==> src/rtl/rxq_pkg.sv <==
package rxq_pkg;
  localparam int unsigned RXQ_DEPTH = 4;
  localparam int unsigned RXQ_WIDTH = 8;
  localparam int unsigned RXQ_CW    = $clog2(RXQ_DEPTH + 1);
  typedef logic [RXQ_WIDTH-1:0] rxq_byte_t;
  typedef logic [RXQ_CW-1:0]    rxq_cnt_t;
endpackage

==> src/rtl/rxq_store.sv <==
module rxq_store
  import rxq_pkg::*;
#(
  parameter int unsigned DEPTH = RXQ_DEPTH,
  parameter int unsigned W     = RXQ_WIDTH,
  localparam int unsigned CW   = $clog2(DEPTH + 1)
) (
  input  logic          clk,
  input  logic          rst_n,
  input  logic          flush,
  input  logic          pop,
  input  logic          push,
  input  logic          push_brk,
  input  logic [W-1:0]  wdata,
  output logic [W-1:0]  head,
  output logic [CW-1:0] cnt_q,
  output logic [CW-1:0] cnt_d
);
  logic [W-1:0] mem_q [DEPTH];
  logic [W-1:0] mem_d [DEPTH];
  logic [W-1:0] shf   [DEPTH];
  logic         pop_eff;
  logic         ins;
  logic [W-1:0] ins_byte;
  logic [CW-1:0] cnt_p;

  assign pop_eff  = pop && (cnt_q != '0);
  assign ins      = push || push_brk;
  assign ins_byte = push_brk ? '0 : wdata;
  assign cnt_p    = cnt_q - CW'(pop_eff);

  // shift toward the head on pop; the tail slot refills with zero
  for (genvar gi = 0; gi < DEPTH; gi++) begin : g_shift
    if (gi < DEPTH - 1) begin : g_mid
      assign shf[gi] = pop_eff ? mem_q[gi+1] : mem_q[gi];
    end else begin : g_tail
      assign shf[gi] = pop_eff ? '0 : mem_q[gi];
    end
  end

  always_comb begin
    cnt_d = cnt_p;
    for (int i = 0; i < DEPTH; i++) mem_d[i] = shf[i];
    if (flush) begin
      cnt_d = '0;
      for (int i = 0; i < DEPTH; i++) mem_d[i] = '0;
    end else if (ins) begin
      if (cnt_p == CW'(DEPTH)) begin
        mem_d[DEPTH-1] = ins_byte;
      end else begin
        for (int i = 0; i < DEPTH; i++)
          if (CW'(i) == cnt_p) mem_d[i] = ins_byte;
        cnt_d = cnt_p + CW'(1);
      end
    end
  end

  always_ff @(posedge clk or negedge rst_n) begin
    if (!rst_n) begin
      cnt_q <= '0;
      for (int i = 0; i < DEPTH; i++) mem_q[i] <= '0;
    end else begin
      cnt_q <= cnt_d;
      for (int i = 0; i < DEPTH; i++) mem_q[i] <= mem_d[i];
    end
  end

  assign head = (cnt_q != '0) ? mem_q[0] : '0;

  AST_CNT_BOUND: assert property (@(posedge clk) disable iff (!rst_n)
    cnt_q <= CW'(DEPTH));
  AST_POP_DEC: assert property (@(posedge clk) disable iff (!rst_n)
    (pop && cnt_q != '0 && !ins && !flush) |=> cnt_q == $past(cnt_q) - CW'(1));
  AST_PUSH_POP_KEEP: assert property (@(posedge clk) disable iff (!rst_n)
    (pop && push && cnt_q != '0 && !flush) |=> $stable(cnt_q));
endmodule

==> src/rtl/rxq_status.sv <==
module rxq_status
  import rxq_pkg::*;
#(
  parameter int unsigned DEPTH = RXQ_DEPTH,
  localparam int unsigned CW   = $clog2(DEPTH + 1)
) (
  input  logic          clk,
  input  logic          rst_n,
  input  logic [CW-1:0] cnt_d,
  input  logic          flush,
  input  logic          en_set,
  input  logic          en_clr,
  input  logic          ovr_evt,
  input  logic          ovr_clr,
  input  logic          brk_set,
  input  logic          brk_clr,
  output logic          en_q,
  output logic          rdy_q,
  output logic          full_q,
  output logic          ovr_q,
  output logic          brk_q
);
  always_ff @(posedge clk or negedge rst_n) begin
    if (!rst_n) begin
      en_q   <= 1'b0;
      rdy_q  <= 1'b0;
      full_q <= 1'b0;
      ovr_q  <= 1'b0;
      brk_q  <= 1'b0;
    end else begin
      if (en_set)      en_q <= 1'b1;
      else if (en_clr) en_q <= 1'b0;
      rdy_q  <= (cnt_d != '0);
      full_q <= (cnt_d == CW'(DEPTH));
      if (ovr_evt)      ovr_q <= 1'b1;
      else if (ovr_clr) ovr_q <= 1'b0;
      if (brk_set)      brk_q <= 1'b1;
      else if (brk_clr) brk_q <= 1'b0;
    end
  end

  AST_BRK_SETS: assert property (@(posedge clk) disable iff (!rst_n)
    brk_set |=> brk_q);
  AST_RST_CLEARS: assert property (@(posedge clk) disable iff (!rst_n)
    flush |=> (!rdy_q && !full_q));
  AST_OVR_STICKY: assert property (@(posedge clk) disable iff (!rst_n)
    (ovr_q && !ovr_clr) |=> ovr_q);
endmodule

==> src/rtl/rxq_top.sv <==
module rxq_top
  import rxq_pkg::*;
#(
  parameter int unsigned DEPTH = RXQ_DEPTH,
  parameter int unsigned W     = RXQ_WIDTH,
  localparam int unsigned CW   = $clog2(DEPTH + 1)
) (
  input  logic         clk,
  input  logic         rst_n,
  input  logic         in_valid,
  input  logic [W-1:0] in_data,
  output logic         in_ready,
  input  logic         brk_evt,
  input  logic         rd_pop,
  output logic [W-1:0] rd_data,
  output logic         rx_rdy,
  output logic         fifo_full,
  output logic         overrun,
  output logic         brk_irq,
  input  logic         cmd_rx_en,
  input  logic         cmd_rx_dis,
  input  logic         cmd_rx_rst,
  input  logic         cmd_err_clr,
  input  logic         cmd_brk_clr
);
  logic          en_q;
  logic [CW-1:0] cnt_q;
  logic [CW-1:0] cnt_d;
  logic          push;
  logic          ovr_evt;

  assign in_ready = en_q && !fifo_full && !brk_evt;
  assign push     = in_valid && in_ready;
  assign ovr_evt  = in_valid && en_q && fifo_full && !brk_evt;

  rxq_store #(.DEPTH(DEPTH), .W(W)) store_i (
    .clk      (clk),
    .rst_n    (rst_n),
    .flush    (cmd_rx_rst),
    .pop      (rd_pop),
    .push     (push),
    .push_brk (brk_evt),
    .wdata    (in_data),
    .head     (rd_data),
    .cnt_q    (cnt_q),
    .cnt_d    (cnt_d)
  );

  rxq_status #(.DEPTH(DEPTH)) status_i (
    .clk     (clk),
    .rst_n   (rst_n),
    .cnt_d   (cnt_d),
    .flush   (cmd_rx_rst),
    .en_set  (cmd_rx_en),
    .en_clr  (cmd_rx_dis),
    .ovr_evt (ovr_evt),
    .ovr_clr (cmd_err_clr),
    .brk_set (brk_evt),
    .brk_clr (cmd_brk_clr),
    .en_q    (en_q),
    .rdy_q   (rx_rdy),
    .full_q  (fifo_full),
    .ovr_q   (overrun),
    .brk_q   (brk_irq)
  );

  AST_FULL_NO_READY: assert property (@(posedge clk) disable iff (!rst_n)
    fifo_full |-> !in_ready);
  AST_EMPTY_HEAD_ZERO: assert property (@(posedge clk) disable iff (!rst_n)
    !rx_rdy |-> (rd_data == '0));
  AST_FULL_BRK_STAYS: assert property (@(posedge clk) disable iff (!rst_n)
    (fifo_full && brk_evt && !rd_pop && !cmd_rx_rst) |=> fifo_full);
  AST_FULL_AT_DEPTH: assert property (@(posedge clk) disable iff (!rst_n)
    fifo_full |-> (cnt_q == CW'(DEPTH)));
endmodule

==> config.mk <==
export PLATFORM = sky130hd
export DESIGN_NAME = rxq_top
export DESIGN_NICKNAME = d
export VERILOG_FILES = /design/src/rtl/rxq_pkg.sv /design/src/rtl/rxq_store.sv /design/src/rtl/rxq_status.sv /design/src/rtl/rxq_top.sv
export SDC_FILE = /design/constraint.sdc
export NUM_CORES = 1
export LEC_CHECK = 0
export BUFFER_PORTS_ARGS = -buffer_cell sky130_fd_sc_hd__buf_2
export CORE_MARGIN = 2
export CORE_UTILIZATION = 50
export CTS_CLUSTER_SIZE = 28
export DETAILED_ROUTE_END_ITERATION = 12
export PLACE_DENSITY_LB_ADDON = 0.25
export SLEW_MARGIN = 20
export SYNTH_ARGS = -nofsm -noshare
export SYNTH_HDL_FRONTEND = slang
export SYNTH_SLANG_ARGS = --single-unit
export TNS_END_PERCENT = 100
==> constraint.sdc <==
create_clock -name clk -period 5.34 [get_ports clk]
set_input_delay 1.068 -clock clk [delete_from_list [all_inputs] [get_ports clk]]
set_output_delay 1.068 -clock clk [all_outputs]
set_load 0.01 [all_outputs]
==> out/summary.txt, run 1 <==
Chip Height - 74.6 µm
net switching power figure - 0.492 mW
share of the cycle needed by the critical path after routing - 56.6%
count of nets left with antenna violations after detail routing - 0
total congestion overflow after global routing - 0
chain of cells forming the critical path - buf_2 > nand2b_1 > nor2_1 > ha_1 > inv_1 > ha_1 > ha_1 > clkinv_1 > a21oi_4 > mux2i_1
total routed wirelength - 5630 µm
number of flops mapped to enable cells by yosys - 0
Finish-stage setup viols - 0
leading cell types by total area after synthesis - sky130_fd_sc_hd__dfrtp_1 (40%), sky130_fd_sc_hd__mux2_2 (7.2%), sky130_fd_sc_hd__mux2i_1 (4.8%), sky130_fd_sc_hd__nor2b_1 (3.8%), sky130_fd_sc_hd__a31oi_1 (3.3%)
top cell family by delay on the critical path - adder cells
synthesized netlist net count - 273
Avg Synthesized Cell Area - 9.93 µm²
number of buffers inserted by post-CTS setup repair - 0
CP Data Arrival Time - 3.24 ns
clock power share - 18.4%
register area share after synthesis - 40.1%
switching fraction of total power - 41.9%
final critical delay including setup and external delays - 3.02 ns
max_cap viols - 0
library cell appearing most often on the critical path - sky130_fd_sc_hd__ha_1
Yosys reg bits - 40
placed instance area - 2640 µm²
Clock Skews - 0.00449 ns
Top-Level Pins - 31
CP peak stage delay - 0.38 ns
post-CTS sizing - 0
H-tree lvl count - 2
area enclosed by the die boundary - 5570 µm²
CTS tree - yes
Final Net Count - 295
layout cell share with drive strength beyond 1 - 24.5%
Comb pwr share - 46.3%
Cell Int Power - 0.683 mW
count leader, synth - sky130_fd_sc_hd__dfrtp_1
number of warnings reported in the yosys synthesis log - 0
clock root buffer master - sky130_fd_sc_hd__clkbuf_8
worst setup path category - in -> reg
hold-fix buffer count after cts - 0
top cell type's share of synthesized area - 40.1%
summed area of non-filler cells in the final layout - 2730 µm²
post-synthesis instance area - 2490 µm²
first-iteration detailed-routing DRC count - 127
num rows - 25
combinational family with the most area after synthesis - simple AND/OR/NAND/NOR gates
share of synthesized cell area in full adder, half adder and majority cells - 2.01%
Hold WC Path Type - reg -> reg
worst vdd rail ir drop - 0.248 mV
Top FF cell, synth - sky130_fd_sc_hd__dfrtp_1
sequential group share of total power - 35.3%
largest fanout of any net on the critical path - 9
All-Layer GR Usage - 22.4%
number of library cell types mapped by synthesis - 52
sink count of the clock tree - 40
Gate Count Post-Synth - 251
setup_tns - 0 ns
category of the worst setup path capture point - register
startpoint class of the critical path - input port
Reg clk slew, reported paths - 0.08 ns
sum of net half-perimeters after detailed placement - 3850 µm
number of max-slew violations in the final report - 0
first-pass GRT wire length - 9530 µm
width of the chip - 74.6 µm
initial standard-cell utilization of the core - 52.4%
simple-gate share of the synthesized area - 21.0%
slew at the pin closest to its max-slew limit - 1.02 ns
status - finished clean
master of the slowest instance on the critical path - sky130_fd_sc_hd__ha_1
proportion of synthesized area in mux cells - 12.0%
top achievable clock speed - 331 MHz
last weighted congestion value of the routability-driven placer - 0.841
required time of the critical path - 5.56 ns
cell type with the largest total area after synthesis - sky130_fd_sc_hd__dfrtp_1
worst skew pair latency - 0.30 ns
PD cells - 431 nW/µm²
antenna violations before repair - 0
average detailed-routed wire length per instance - 16.5 µm
synthesized-area fraction occupied by xor and xnor cells - 0.652%
buffers plus inverters on the worst setup path - 3
number of vias per cell after detailed routing - 5.86
iteration count of the initial detailed-routing pass - 4
placeable core region - 4750 µm²
number of buffers between clock root and the deepest sink - 2
Port Buffer Count - 30
area added between synthesis and finish - 9.43%
routed vias - 1997
pin count of the biggest net entering global routing - 44
relative max-transition margin - 31.8%
number of global-route vias before repair - 1858
leakage dissipation - 1.23 nW
share of async-settable or async-resettable flops after synthesis - 100%
setup repair after global routing missed its margin - no
complex-gate fraction of the synthesized area - 18.8%
number of inserted diodes - 0
Post-route DRC - 0
top post-synthesis cells by count - sky130_fd_sc_hd__dfrtp_1 (40), sky130_fd_sc_hd__mux2_2 (16), sky130_fd_sc_hd__nor2_1 (15), sky130_fd_sc_hd__nor2b_1 (15), sky130_fd_sc_hd__a31oi_1 (13)
number of hold violations in the final report - 0
total CTS buffers - 5
## per-layer routing
| layer | routed length (µm) | GRT usage [%] | vias to the layer above |
|---|---|---|---|
| li1 | - | - | 981 |
| met4 | 59 | 7.14 | 0 |
| met1 | 2720 | 33.0 | 954 |
| met3 | 281 | 2.81 | 5 |
| met5 | 0 | 0 | - |
| met2 | 2570 | 34.5 | 57 |
## power groups by stage
stage,registers (mW),clock network [mW],logic (mW)
after global routing,0.422,0.235,0.601
after floorplan,0.408,0,0.445
after detailed placement,0.419,0,0.539
after global placement,0.417,0,0.534
after CTS,0.413,0.221,0.542
final,0.414,0.217,0.544
## sequential cells by signal (all words and copies together), names as in the netlist
register / cells
status_i.brk_q: 1
status_i.full_q: 1
status_i.ovr_q: 1
store_i.mem_q: 32
status_i.en_q: 1
store_i.cnt_q: 3
status_i.rdy_q: 1
## cell families (layout without fill, tap and decap cells)
group,after synthesis,after routing
adders and majority gates,4,4
and+or+nand+nor,93,93
DFF,40,40
muxes,28,28
buffers and inverters,25,48
xor gates and xnor gates,1,1
AOI/OAI and AO/OA,60,60
## cell type report
| type | instances | area, µm² |
|---|---|---|
| Inverter | 9 | 33.8 |
| Tap cell | 67 | 83.8 |
| Timing Repair Buffer | 31 | 158 |
| Sequential cell | 40 | 1000 |
| Clock inverter | 1 | 7.51 |
| Clock buffer | 7 | 86.3 |
| Multi-Input combinational cell | 186 | 1360 |
| Fill cell | 458 | 2030 |
## worst reg2reg max path, stage by stage (launching register included)
cell and delay (ns):
sky130_fd_sc_hd__dfrtp_1 0.48, sky130_fd_sc_hd__nor2_1 0.32, sky130_fd_sc_hd__nor2_1 0.09, sky130_fd_sc_hd__ha_1 0.38
sky130_fd_sc_hd__inv_1 0.23, sky130_fd_sc_hd__ha_1 0.21, sky130_fd_sc_hd__ha_1 0.16, sky130_fd_sc_hd__clkinv_1 0.25
sky130_fd_sc_hd__a21oi_4 0.31, sky130_fd_sc_hd__mux2i_1 0.22
## placed cells by master (no fill, tap or decap), types with 2 or more instances in the layout
master                      synthesis  layout
sky130_fd_sc_hd__a2bb2oi_1          3       3
sky130_fd_sc_hd__nor2b_1           15      15
sky130_fd_sc_hd__mux2i_1           12      12
sky130_fd_sc_hd__dfrtp_1           40      40
sky130_fd_sc_hd__or2_2              2       2
sky130_fd_sc_hd__a211oi_1           6       6
sky130_fd_sc_hd__o32ai_1            4       4
sky130_fd_sc_hd__nor2_1            15      15
sky130_fd_sc_hd__nand3b_1           4       4
sky130_fd_sc_hd__a21oi_1            7       7
sky130_fd_sc_hd__nand2b_1           5       5
sky130_fd_sc_hd__a21o_1             5       5
sky130_fd_sc_hd__o21ai_0            6       6
sky130_fd_sc_hd__o31ai_1            4       4
sky130_fd_sc_hd__inv_1              7       7
sky130_fd_sc_hd__nand2_1           12      12
sky130_fd_sc_hd__or3_1              5       5
sky130_fd_sc_hd__nor3_1            10      10
sky130_fd_sc_hd__buf_2              2      30
sky130_fd_sc_hd__mux2_2            16      16
sky130_fd_sc_hd__nor3b_1            2       2
sky130_fd_sc_hd__nand4_1            5       5
sky130_fd_sc_hd__a31oi_1           13      13
sky130_fd_sc_hd__ha_1               4       4
sky130_fd_sc_hd__nor4_1             7       7
sky130_fd_sc_hd__nand3_1            5       5
sky130_fd_sc_hd__clkbuf_8           0       6
## final timing paths
path	slack, ns	depth (start not counted)	start	end
max in group asynchronous	3.89	1	rst_n	store_i.mem_q[19]
hold reg to reg	0.54	2	status_i.brk_q	status_i.brk_q
setup reg to reg	2.60	9	store_i.cnt_q[2]	store_i.mem_q[2]
setup / recovery	2.32	10	rd_pop	store_i.mem_q[2]
min in group asynchronous	0.89	1	rst_n	status_i.ovr_q
hold / removal	0.54	2	status_i.brk_q	status_i.brk_q
## through the flow
stage	total power, mW	utilization [%]	std cells	setup slack [ns]	hold WS, ns
3_3_place_gp	0.951	55.4	333	2.13	0.507
2_1_floorplan	0.853	-	251	2.39	0.492
4_1_cts	1.18	57.4	341	2.34	0.538
6_report	1.18	57.4	341	2.32	0.539
3_5_place_dp	0.958	55.4	333	2.04	0.528
5_1_grt	1.26	57.4	341	2.19	0.598
Note: power is estimated with default switching activity, not from simulation.
==> inputs of run 2 (changes only) <==
==> constraint.sdc (replaced) <==
create_clock -name clk -period 3.1 [get_ports clk]
set_input_delay 0.62 -clock clk [delete_from_list [all_inputs] [get_ports clk]]
set_output_delay 0.62 -clock clk [all_outputs]
set_load 0.01 [all_outputs]
==> run 2 against run 1 <==
Net effect:
- flip-flop and latch count unchanged
- register-to-register slack got worse by 2.2 ns
- worst hold slack got worse by 0.11 ns
- critical endpoint unchanged
- core utilization is 1.0 points higher
- die area unchanged
- global-route usage decreased by 0.31 points
- non-clock buffer count up 4
- first-iteration DRC count up 17%
==> out/summary.txt, run 2 (synthesis gave the netlist of run 1 again) <==
hold-fix buffer count after cts - 0 (unchanged)
area added between synthesis and finish - 11.3% (was 9.43%)
master of the slowest instance on the critical path - sky130_fd_sc_hd__dfrtp_1 (was sky130_fd_sc_hd__ha_1)
number of buffers between clock root and the deepest sink - 2 (unchanged)
leading cell type in the layout, fill and taps excluded - sky130_fd_sc_hd__dfrtp_1 (unchanged)
largest fanout of any net on the critical path - 9 (unchanged)
worst vdd rail ir drop - 0.443 mV (was 0.248 mV)
sum of net half-perimeters after detailed placement - 3840 µm (was 3850 µm)
number of max-slew violations in the final report - 0 (unchanged)
total CTS buffers - 5 (unchanged)
source of the worst register-to-register timing path - store_i.cnt_q[2] (unchanged)
final total power - 2.11 mW (was 1.18 mW)
number of buffers inserted by post-CTS setup repair - 0 (unchanged)
startpoint class of the critical path - register (was input port)
minimum setup slack in the final design - 0.440 ns (was 2.32 ns)
first-iteration detailed-routing DRC count - 148 (was 127)
Port Buffer Count - 30 (unchanged)
total congestion overflow after global routing - 0 (unchanged)
leading registers by flop count - store_i.mem_q x32, store_i.cnt_q x3 (unchanged)
clock root buffer master - sky130_fd_sc_hd__clkbuf_8 (unchanged)
setup_tns - 0 ns (unchanged)
Chip Height - 74.6 µm (unchanged)
first-pass GRT wire length - 9250 µm (was 9530 µm)
required time of the critical path - 3.32 ns (was 5.56 ns)
sink count of the clock tree - 40 (unchanged)
number of inserted diodes - 0 (unchanged)
Clock Skews - 0.0107 ns (was 0.00449 ns)
post-CTS sizing - 0 (unchanged)
number of global-route vias before repair - 1854 (was 1858)
PD cells - 760 nW/µm² (was 431 nW/µm²)
count of nets left with antenna violations after detail routing - 0 (unchanged)
number of flip-flops in the largest register - 32 (unchanged)
CTS tree - yes (unchanged)
iteration count of the initial detailed-routing pass - 4 (unchanged)
Top-Level Pins - 31 (unchanged)
most frequent cells in the layout - sky130_fd_sc_hd__dfrtp_1 (40), sky130_fd_sc_hd__buf_2 (30), sky130_fd_sc_hd__mux2_2 (16), sky130_fd_sc_hd__nor2_1 (15), sky130_fd_sc_hd__nor2b_1 (15) (unchanged)
register name with the most flops - store_i.mem_q (unchanged)
width of the chip - 74.6 µm (unchanged)
relative max-transition margin - 40.0% (was 31.8%)
flop2flop setup slack - 0.44 ns (was 2.60 ns)
placeable core region - 4750 µm² (unchanged)
pin count of the biggest net entering global routing - 44 (unchanged)
area enclosed by the die boundary - 5570 µm² (unchanged)
worst skew pair latency - 0.31 ns (was 0.30 ns)
category of the worst setup path capture point - register (unchanged)
number of hold violations in the final report - 0 (unchanged)
last weighted congestion value of the routability-driven placer - 0.823 (was 0.841)
initial standard-cell utilization of the core - 52.4% (unchanged)
Post-route DRC - 0 (unchanged)
buffers plus inverters on the worst setup path - 2 (was 3)
final critical delay including setup and external delays - 2.66 ns
layout cell share with drive strength beyond 1 - 25.9% (was 24.5%)
share of the cycle needed by the critical path after routing - 85.8%
Final Net Count - 299 (was 295)
leakage dissipation - 1.26 nW (was 1.23 nW)
average detailed-routed wire length per instance - 16.2 µm (was 16.5 µm)
top cell family by delay on the critical path - flip-flops (was adder cells)
DP Worst Slack - 0.331 ns (was 2.04 ns)
number of vias per cell after detailed routing - 5.78 (was 5.86)
All-Layer GR Usage - 22.1% (was 22.4%)
status - finished clean (unchanged)
worst flop-to-flop path endpoint - store_i.mem_q[2] (unchanged)
setup repair after global routing missed its margin - no (unchanged)
chain of cells forming the critical path - nor2_1 > nor2_1 > ha_1 > xor2_2 > inv_2 > ha_1 > clkinv_1 > a21oi_4 > mux2i_1 (was buf_2 > nand2b_1 > nor2_1 > ha_1 > inv_1 > ha_1 > ha_1 > clkinv_1 > a21oi_4 > mux2i_1)
CP Data Arrival Time - 2.88 ns (was 3.24 ns)
CP peak stage delay - 0.49 ns (was 0.38 ns)
num rows - 25 (unchanged)
slew at the pin closest to its max-slew limit - 0.900 ns (was 1.02 ns)
routed vias - 1995 (was 1997)
top achievable clock speed - 376 MHz
worst r2r path cells - 9 (unchanged)
Finish-stage setup viols - 0 (unchanged)
Reg clk slew, reported paths - 0.09 ns (was 0.08 ns)
max_cap viols - 0 (unchanged)
antenna violations before repair - 0 (unchanged)
H-tree lvl count - 2 (unchanged)
Hold WC Path Type - in -> async (was reg -> reg)
total routed wirelength - 5580 µm (was 5630 µm)
worst setup path category - reg -> reg (was in -> reg)
-- run 2: changes by cell type in the layout (fill, tap and decap cells not counted) --
cell / before / now
sky130_fd_sc_hd__buf_4: 1 / 5
sky130_fd_sc_hd__bufinv_16: 0 / 1
sky130_fd_sc_hd__clkbuf_1: 1 / 0
sky130_fd_sc_hd__clkbuf_8: 6 / 5
sky130_fd_sc_hd__clkinv_2: 0 / 1
-- run 2: layout make-up --
cell class | instances | area, µm²
flip-flops and latches | 40 | 1000
multi-input cells | 186 | 1360
inverters | 9 | 33.8
clock inverters | 3 | 42.5
well taps | 67 | 83.8
repair buffers | 35 | 188
fillers | 426 | 1980
clock buffers | 5 | 68.8
-- run 2: worst reg2reg max path, cell delays in order, from the launching register on --
cell and delay, ns:
sky130_fd_sc_hd__dfrtp_1 0.49, sky130_fd_sc_hd__nor2_1 0.31, sky130_fd_sc_hd__nor2_1 0.10, sky130_fd_sc_hd__ha_1 0.26, sky130_fd_sc_hd__xor2_2 0.24, sky130_fd_sc_hd__inv_2 0.19
sky130_fd_sc_hd__ha_1 0.19, sky130_fd_sc_hd__clkinv_1 0.26, sky130_fd_sc_hd__a21oi_4 0.31, sky130_fd_sc_hd__mux2i_1 0.22
-- run 2: power breakdown --
part / leakage, nW / internal (mW) / total [mW] / switching (mW)
Clock: 0.0541 / 0.238 / 0.437 / 0.199
Combinational: 0.667 / 0.384 / 0.960 / 0.576
Sequential: 0.542 / 0.631 / 0.713 / 0.0814
-- run 2: worst max path at each step --
stage | startpoint | end | cells after the start
floorplan | rd_pop | status_i.full_q | 8
global placement | rd_pop | status_i.full_q | 9
detailed placement | rd_pop | status_i.full_q | 9
CTS | store_i.cnt_q[2] | store_i.mem_q[0] | 9
global route | store_i.cnt_q[2] | store_i.mem_q[0] | 9
finish | store_i.cnt_q[2] | store_i.mem_q[2] | 9
-- run 2: stage by stage --
| step | cells | cell area, µm² | hold slack, ns | util, % |
|---|---|---|---|---|
| CTS | 345 | 2780 | 0.476 | 58.4 |
| floorplan | 251 | 2490 | 0.324 | - |
| global placement | 337 | 2670 | 0.506 | 56.1 |
| finish | 345 | 2780 | 0.433 | 58.4 |
| detailed placement | 337 | 2670 | 0.521 | 56.1 |
| global route | 345 | 2780 | 0.509 | 58.4 |
-- run 2: routing by layer --
layer / vias to the layer above / routed length, µm / GRT usage, %
met5: - / 0 / 0
met4: 0 / 100 / 8.13
met3: 9 / 261 / 4.42
met2: 59 / 2500 / 33.0
met1: 943 / 2720 / 31.9
li1: 984 / - / -
